<file path="src/rtl/abus_pkg.sv">
package abus_pkg;
    localparam int CPU_AW = 9;
    localparam int REG_AW = 6;
    localparam int DW     = 32;

    typedef enum logic [1:0] {
        OP_DIRECT = 2'd0,
        OP_SET    = 2'd1,
        OP_CLEAR  = 2'd2,
        OP_MASK   = 2'd3
    } abus_op_e;

    typedef struct packed {
        logic              rd;
        abus_op_e          op;
        logic [REG_AW-1:0] reg_a;
        logic [1:0]        size;
        logic [DW-1:0]     data;
    } abus_job_t;

    // Size code 3 is folded onto the widest supported width.
    function automatic logic [1:0] eff_size(input logic [1:0] s);
        return (s == 2'd3) ? 2'd2 : s;
    endfunction

    // Reads move a nibble per transaction, writes a byte or a nibble pair.
    function automatic logic [3:0] txn_count(input logic rd, input logic [1:0] s);
        logic [1:0] e;
        e = eff_size(s);
        return rd ? (4'd2 << e) : (4'd1 << e);
    endfunction
endpackage

</file>
<file path="src/rtl/abus_decode.sv">
module abus_decode
    import abus_pkg::*;
#(
    parameter int TYPE_LSB = 6,
    parameter int MASK_BIT = 8
) (
    input  logic [CPU_AW-1:0] addr,
    output abus_op_e          op,
    output logic [REG_AW-1:0] reg_a
);
    always_comb begin
        reg_a = addr[REG_AW-1:0];
        if (addr[MASK_BIT]) begin
            op = OP_MASK;
        end else begin
            case (addr[TYPE_LSB +: 2])
                2'b01:   op = OP_SET;
                2'b10:   op = OP_CLEAR;
                default: op = OP_DIRECT;
            endcase
        end
    end
endmodule

</file>
<file path="src/rtl/abus_wqueue.sv">
module abus_wqueue
    import abus_pkg::*;
#(
    parameter int DEPTH = 4
) (
    input  logic      clk,
    input  logic      rst_n,
    input  logic      push,
    input  abus_job_t din,
    input  logic      pop,
    output abus_job_t head,
    output logic      full,
    output logic      empty
);
    localparam int PW = (DEPTH > 1) ? $clog2(DEPTH) : 1;
    localparam int CW = $clog2(DEPTH + 1);

    typedef struct packed {
        logic [PW-1:0] wp;
        logic [PW-1:0] rp;
        logic [CW-1:0] cnt;
    } q_st_t;

    q_st_t     s_d, s_q;
    abus_job_t slots [DEPTH];

    function automatic logic [PW-1:0] bump(input logic [PW-1:0] p);
        return (p == PW'(DEPTH - 1)) ? '0 : p + 1'b1;
    endfunction

    always_comb begin
        s_d = s_q;
        if (push) s_d.wp = bump(s_q.wp);
        if (pop)  s_d.rp = bump(s_q.rp);
        case ({push, pop})
            2'b10:   s_d.cnt = s_q.cnt + 1'b1;
            2'b01:   s_d.cnt = s_q.cnt - 1'b1;
            default: s_d.cnt = s_q.cnt;
        endcase
    end

    always_ff @(posedge clk or negedge rst_n) begin
        if (!rst_n) s_q <= '0;
        else        s_q <= s_d;
    end

    always_ff @(posedge clk) begin
        if (push) slots[s_q.wp] <= din;
    end

    assign head  = slots[s_q.rp];
    assign full  = (s_q.cnt == CW'(DEPTH));
    assign empty = (s_q.cnt == '0);

    p_no_overflow_r7: assert property (@(posedge clk) disable iff (!rst_n)
        push |-> !full);
    p_no_underflow_r7: assert property (@(posedge clk) disable iff (!rst_n)
        pop |-> !empty);
endmodule

</file>
<file path="src/rtl/abus_seq.sv">
module abus_seq
    import abus_pkg::*;
(
    input  logic              clk,
    input  logic              rst_n,
    input  logic              start,
    input  abus_job_t         job,
    output logic              idle,
    output logic              done,
    output logic [DW-1:0]     rdata,
    output logic              sl_req,
    output logic              sl_we,
    output logic [1:0]        sl_op,
    output logic [REG_AW-1:0] sl_addr,
    output logic              sl_nib,
    output logic [7:0]        sl_wdata,
    input  logic [3:0]        sl_rdata
);
    localparam logic [1:0] PH_ACK = 2'd2;

    typedef struct packed {
        logic              busy;
        logic [1:0]        ph;
        logic [2:0]        k;
        logic [3:0]        n;
        logic              rd;
        abus_op_e          op;
        logic [REG_AW-1:0] base;
        logic [DW-1:0]     data;
        logic [DW-1:0]     acc;
        logic              done;
    } seq_st_t;

    seq_st_t s_d, s_q;
    logic    last;
    logic    nib_mode;

    assign last     = ({1'b0, s_q.k} == (s_q.n - 4'd1));
    assign nib_mode = s_q.rd || (s_q.op == OP_MASK);

    always_comb begin
        s_d      = s_q;
        s_d.done = 1'b0;
        if (!s_q.busy) begin
            if (start) begin
                s_d.busy = 1'b1;
                s_d.ph   = '0;
                s_d.k    = '0;
                s_d.n    = txn_count(job.rd, job.size);
                s_d.rd   = job.rd;
                s_d.op   = job.op;
                s_d.base = job.reg_a;
                s_d.data = job.data;
                s_d.acc  = '0;
            end
        end else if (s_q.ph == PH_ACK) begin
            if (s_q.rd) s_d.acc[{s_q.k, 2'b00} +: 4] = sl_rdata;
            if (last) begin
                s_d.busy = 1'b0;
                s_d.done = 1'b1;
            end else begin
                s_d.k  = s_q.k + 1'b1;
                s_d.ph = '0;
            end
        end else begin
            s_d.ph = s_q.ph + 1'b1;
        end
    end

    always_ff @(posedge clk or negedge rst_n) begin
        if (!rst_n) s_q <= '0;
        else        s_q <= s_d;
    end

    // Slave-side fields derived from the transaction index.
    always_comb begin
        logic [2:0] bidx;
        int         kb;
        kb       = int'(s_q.k[1:0]);
        bidx     = nib_mode ? {1'b0, s_q.k[2:1]} : s_q.k;
        sl_addr  = s_q.base + REG_AW'(bidx);
        sl_nib   = nib_mode & s_q.k[0];
        if (s_q.op == OP_MASK)
            sl_wdata = {s_q.data[(DW/2) + 4*kb +: 4], s_q.data[4*kb +: 4]};
        else
            sl_wdata = s_q.data[8*kb +: 8];
    end

    assign sl_req = s_q.busy && (s_q.ph == '0);
    assign sl_we  = s_q.busy && !s_q.rd;
    assign sl_op  = s_q.op;
    assign idle   = !s_q.busy;
    assign done   = s_q.done;
    assign rdata  = s_q.acc;

    p_req_spacing_r2: assert property (@(posedge clk) disable iff (!rst_n)
        sl_req |=> (!sl_req ##1 !sl_req));
    p_fields_held_r2: assert property (@(posedge clk) disable iff (!rst_n)
        (s_q.busy && s_q.ph != 2'd0) |-> ($stable(sl_addr) && $stable(sl_wdata)
                                          && $stable(sl_nib) && $stable(sl_we)));
    p_done_after_busy_r5: assert property (@(posedge clk) disable iff (!rst_n)
        done |-> $past(!idle));
endmodule

</file>
<file path="src/rtl/abus_bridge.sv">
module abus_bridge
    import abus_pkg::*;
#(
    parameter int QDEPTH = 4
) (
    input  logic              clk,
    input  logic              rst_n,
    input  logic              cpu_req,
    input  logic              cpu_we,
    input  logic              cpu_posted,
    input  logic [CPU_AW-1:0] cpu_addr,
    input  logic [1:0]        cpu_size,
    input  logic [DW-1:0]     cpu_wdata,
    output logic              cpu_ready,
    output logic [DW-1:0]     cpu_rdata,
    output logic              sl_req,
    output logic              sl_we,
    output logic [1:0]        sl_op,
    output logic [REG_AW-1:0] sl_addr,
    output logic              sl_nib,
    output logic [7:0]        sl_wdata,
    input  logic [3:0]        sl_rdata
);
    typedef enum logic [2:0] {
        S_IDLE, S_NP_WAIT, S_RD_WAIT, S_RD_RUN, S_RESP
    } cpu_state_e;

    typedef struct packed {
        cpu_state_e    state;
        abus_job_t     rjob;
        logic [DW-1:0] rdata;
    } top_st_t;

    top_st_t           s_d, s_q;
    abus_op_e          dec_op;
    logic [REG_AW-1:0] dec_reg;
    abus_job_t         wjob, q_head, eng_job;
    logic              push, pop, q_full, q_empty;
    logic              eng_start, eng_idle, eng_done;
    logic [DW-1:0]     eng_rdata;

    abus_decode u_decode (
        .addr  (cpu_addr),
        .op    (dec_op),
        .reg_a (dec_reg)
    );

    abus_wqueue #(.DEPTH(QDEPTH)) u_wqueue (
        .clk   (clk),
        .rst_n (rst_n),
        .push  (push),
        .din   (wjob),
        .pop   (pop),
        .head  (q_head),
        .full  (q_full),
        .empty (q_empty)
    );

    abus_seq u_seq (
        .clk      (clk),
        .rst_n    (rst_n),
        .start    (eng_start),
        .job      (eng_job),
        .idle     (eng_idle),
        .done     (eng_done),
        .rdata    (eng_rdata),
        .sl_req   (sl_req),
        .sl_we    (sl_we),
        .sl_op    (sl_op),
        .sl_addr  (sl_addr),
        .sl_nib   (sl_nib),
        .sl_wdata (sl_wdata),
        .sl_rdata (sl_rdata)
    );

    assign wjob = '{rd: 1'b0, op: dec_op, reg_a: dec_reg, size: cpu_size, data: cpu_wdata};

    always_comb begin
        s_d  = s_q;
        push = 1'b0;
        case (s_q.state)
            S_IDLE: begin
                if (cpu_req) begin
                    if (cpu_we) begin
                        if (!q_full) begin
                            push      = 1'b1;
                            s_d.state = cpu_posted ? S_RESP : S_NP_WAIT;
                        end
                    end else begin
                        s_d.rjob  = '{rd: 1'b1, op: OP_DIRECT, reg_a: dec_reg,
                                      size: cpu_size, data: '0};
                        s_d.state = S_RD_WAIT;
                    end
                end
            end
            S_NP_WAIT: if (q_empty && eng_idle) s_d.state = S_RESP;
            S_RD_WAIT: if (q_empty && eng_idle) s_d.state = S_RD_RUN;
            S_RD_RUN: begin
                if (eng_done) begin
                    s_d.rdata = eng_rdata;
                    s_d.state = S_RESP;
                end
            end
            default:  s_d.state = S_IDLE;
        endcase
    end

    // Queued writes always go first; a read starts only on an empty queue.
    always_comb begin
        pop       = eng_idle && !q_empty;
        eng_start = pop || (s_q.state == S_RD_WAIT && q_empty && eng_idle);
        eng_job   = pop ? q_head : s_q.rjob;
    end

    always_ff @(posedge clk or negedge rst_n) begin
        if (!rst_n) s_q <= '0;
        else        s_q <= s_d;
    end

    assign cpu_ready = (s_q.state == S_RESP);
    assign cpu_rdata = s_q.rdata;

    p_single_ready_r10: assert property (@(posedge clk) disable iff (!rst_n)
        cpu_ready |=> !cpu_ready);
    p_read_after_drain_r9: assert property (@(posedge clk) disable iff (!rst_n)
        (eng_start && eng_job.rd) |-> q_empty);
endmodule

</file>
<file path="config.mk">
export PLATFORM = sky130hd
export DESIGN_NAME = abus_bridge
export DESIGN_NICKNAME = d
export VERILOG_FILES = /design/src/rtl/abus_pkg.sv /design/src/rtl/abus_decode.sv /design/src/rtl/abus_wqueue.sv /design/src/rtl/abus_seq.sv /design/src/rtl/abus_bridge.sv
export SDC_FILE = /design/constraint.sdc
export NUM_CORES = 1
export LEC_CHECK = 0
export BUFFER_PORTS_ARGS = -buffer_cell sky130_fd_sc_hd__buf_2
export CORE_ASPECT_RATIO = 0.6
export CORE_MARGIN = 2
export CORE_UTILIZATION = 36
export CTS_BUF_LIST = sky130_fd_sc_hd__clkbuf_4
export DETAILED_ROUTE_END_ITERATION = 6
export PLACE_DENSITY = 0.57
export SYNTH_ARGS = -nofsm -noshare
export SYNTH_HDL_FRONTEND = slang
export SYNTH_HIERARCHICAL = 1
export SYNTH_SLANG_ARGS = --single-unit
export TNS_END_PERCENT = 20
</file>
<file path="constraint.sdc">
create_clock -name clk -period 2.56 [get_ports clk]
set_input_delay 0.512 -clock clk [delete_from_list [all_inputs] [get_ports clk]]
set_output_delay 0.512 -clock clk [all_outputs]
set_load 0.03 [all_outputs]
</file>
==> reports/summary.txt <==
status: complete, but fails checks
violated checks: negative setup slack
chip height: 155.2 um
Wirelength per Cell: 18.07 um
Required @ worst endpoint: 2.05 ns
vias in the first global route: 8144
Synth Instances: 945
total CTS buffers: 73
reg2reg start: u_seq/s_q[78]$_DFFE_PN0P_
Post-Route WL: 30260 um
CTS tree: done
sequential fraction of the synthesis area: 0.6227
worst-path fanout max: 4
P per Cell Area: 1073 mW/mm^2
Fin. Hold Viols: 0
clock sinks: 307
synth unique cells: 67
worst reg-to-reg path cell count: 7
R2R Setup Slk: 0.20 ns
Final Skew: 0.03835 ns
worst slew pin tran: 0.7197 ns
peak supply drop: 458.6 uV
Port Buffer Count: 103
routability cong.: 0.8191
highest clock rate: 310.7 MHz
final-report setup violation count: 13
initial antenna violation count: 2
post-place setup slack: -0.1414 ns
CP cell instances: a21oi_2, buf_4, nor2_2, a21o_1, ha_1, a21o_1, a21oi_2, buf_4, xnor2_2, buf_6
Max-slew headroom: 0.5202
DR DRC count: 0
core area: 0.03764 mm^2
hold path cells: 3
Post-synth EDFFs: 172
Hold Crit Endpoint: u_seq/rdata[0]$_DFFE_PN0P_
CP arrival: 2.71 ns
DIE WIDTH: 256.0 um
Area after DPL: 0.01457 mm^2
Avg Inst Size Synth: 14.52 um^2
vias: 8027
YS warnings: 6
first-pass GRT wire length: 47930 um
CTS clk-pin slew, worst paths: 0.07 ns
Hold Path Origin: sl_rdata[0]
Final Max Tran Viols: 0
HP Class: primary input to flop
total gr overflow: 0
Final Hold Slack: 0.08505 ns
placed wire-length estimate: 19910 um
final setup TNS: -5.347 ns
largest net degree at the start of global routing: 65
Startpoint Class: flop
RSZ-0062 raised after global routing: true
GRT Util Overall: 0.1570
io pins: 104
share of layout cells above drive strength 1: 0.3532
Max Cap Viol: 0
placed insts: 1496
vias per inst: 4.792
drt pass-1 iters: 4
Row Count: 55
Synth async-reset ratio: 0.4397
Final Cycle Share: 1.257
die area: 0.03974 mm^2
drt initial violations: 473
leakage power: 6.755 nW
Crit Path Class: flop to primary output
FF-to-FF End: u_seq/rdata[27]$_DFFE_PN0P_
Crit path largest cell delay: 0.39 ns
fin area: 0.01614 mm^2
synthesized area: 0.01372 mm^2
clk root buf: clkbuf_4
Final Critical Period: 3.218 ns
Routed Antenna Nets: 0
register bit total from synthesis: 307
Top FF cell, synth: edfxtp_1
Bufs on Longest Clock Path: 3
H-tree Lvls: 3
CP endpoint kind: primary output
Nets: 1174
Finished Layout Cells: 1675
worst skew pair latency: 0.77 ns
Worst path slowest cell: dfrtp_1
Layout Area Growth over Synthesis: 17.60%
final worst slack: -0.6581 ns
Initial Util: 0.3645
[cell type report]
class | instances | area [um^2]
Inverter | 24 | 102.6
Clock inverter | 22 | 151.4
Timing Repair Buffer | 192 | 1500
Antenna cell | 4 | 10.01
Multi-Input combinational cell | 503 | 4355
Sequential cell | 307 | 8548
Clock buffer | 110 | 825.8
Tap cell | 513 | 641.9
Fill cell | 3505 | 21510
[routing by layer]
layer	up-vias	part of all wire	GRT usage
met2	196	0.42	0.2180
met4	0	0.014	0.05263
met3	40	0.049	0.03861
met5	-	0	0
li1	3707	-	-
met1	4084	0.51	0.2387
[cell families after synthesis]
logic type / Yosys count / share of synthesized area
multiplexers: 124 / 0.1489
AO/OA/AOI/OAI: 70 / 0.03821
adder cells (fa/ha/maj): 21 / 0.02024
flip-flops: 307 / 0.6227
AND/OR/NAND/NOR: 272 / 0.09411
XOR/XNOR: 12 / 0.009210
buffers and inverters: 138 / 0.06639
other: 1 / 0.0002733
[worst max-delay path: cells and delay by family (launching register included)]
family / cells / cell delay, ns
flip-flops: 1 / 0.39
buffers and inverters: 3 / 0.43
XOR/XNOR: 1 / 0.11
adder cells (fa/ha/maj): 1 / 0.30
AO/OA/AOI/OAI: 4 / 0.70
AND/OR/NAND/NOR: 1 / 0.03
[cells in the mapped netlist, drive strengths merged (2+ instances only)]
cell,instances,share of area
a211oi,2,0.0015
a21o,8,0.0044
a21oi,7,0.0028
a221o,2,0.0015
a311oi,4,0.0026
a32o,6,0.0044
and2,41,0.019
and3,2,0.00091
buf,101,0.056
clkbuf,13,0.0036
dfrtp,135,0.25
edfxtp,172,0.38
fa,2,0.0029
ha,19,0.017
inv,24,0.0066
mux2,57,0.049
mux2i,14,0.010
mux4,53,0.090
nand2,162,0.044
nand2b,4,0.0018
nand3,13,0.0047
nand3b,2,0.0011
nand4,2,0.0014
nand4b,2,0.0013
nor2,17,0.0047
nor2b,4,0.0018
nor3,8,0.0037
nor3b,6,0.0033
nor4b,2,0.0024
o211ai,3,0.0016
o21ai,16,0.0058
o2bb2ai,10,0.0064
o31ai,2,0.0011
or3,3,0.0017
xnor2,5,0.0032
xor2,6,0.0044
[where the power goes]
part	internal, mW	total [mW]	switching (mW)
clock network	2.18	4.16	1.99
logic	3.01	6.41	3.39
registers	6.08	6.74	0.660
total	11.3	17.3	6.04
[repair_timing]
action,4_1_cts,5_1_grt
pin swaps,10,5
buffers inserted,2,0
gates resized for setup,51,9
endpoints found under the setup margin,15,28
hold buffers,41,0
endpoints found under the hold margin,204,0
[state kept, by name, indices dropped and copies added, names as in the netlist]
register and flops:
u_seq/rdata 32, u_seq/done 1, u_seq/sl_op 2, cpu_rdata 32, u_wqueue/slots 172, u_wqueue/s_q 7
u_seq/s_q 49, s_q 12
[stage by stage]
stage | util | power [mW]
4_1_cts | 0.4275 | 17.46
3_3_place_gp | 0.3870 | 12.62
6_report | 0.4287 | 17.31
2_1_floorplan | - | 11.07
5_1_grt | 0.4286 | 18.38
3_5_place_dp | 0.3870 | 12.68
[layout by cell type, fill, tap and decap left out, types with 14 or more instances in the layout]
cell type	count
edfxtp_1	172
nand2_1	162
dfrtp_1	131
clkbuf_4	110
buf_2	87
mux4_2	48
mux2_2	45
dlygate4sd3_1	41
buf_4	41
and2_1	36
inv_1	21
ha_1	18
nor2_1	16
clkinv_1	14
o21ai_0	14
[worst max-delay path by stage]
stage                                     from                        endpoint  slack [ns]  cells after the start
detailed placement  u_seq/sl_op[0]$_DFFE_PN0P_                      sl_addr[4]       -0.14                     10
finish              u_seq/sl_op[0]$_DFFE_PN0P_                      sl_addr[3]       -0.66                     10
global route        u_seq/sl_op[0]$_DFFE_PN0P_                      sl_addr[5]       -0.83                     10
global placement    u_seq/sl_op[0]$_DFFE_PN0P_                      sl_addr[4]       -0.09                     10
CTS                 u_seq/sl_op[1]$_DFFE_PN0P_                      sl_addr[3]       -0.70                     10
floorplan                  s_q[75]$_DFFE_PN0P_  u_wqueue/slots[3][0]$_DFFE_PP_       -0.22                      4
(Power assumes the default switching activity.)
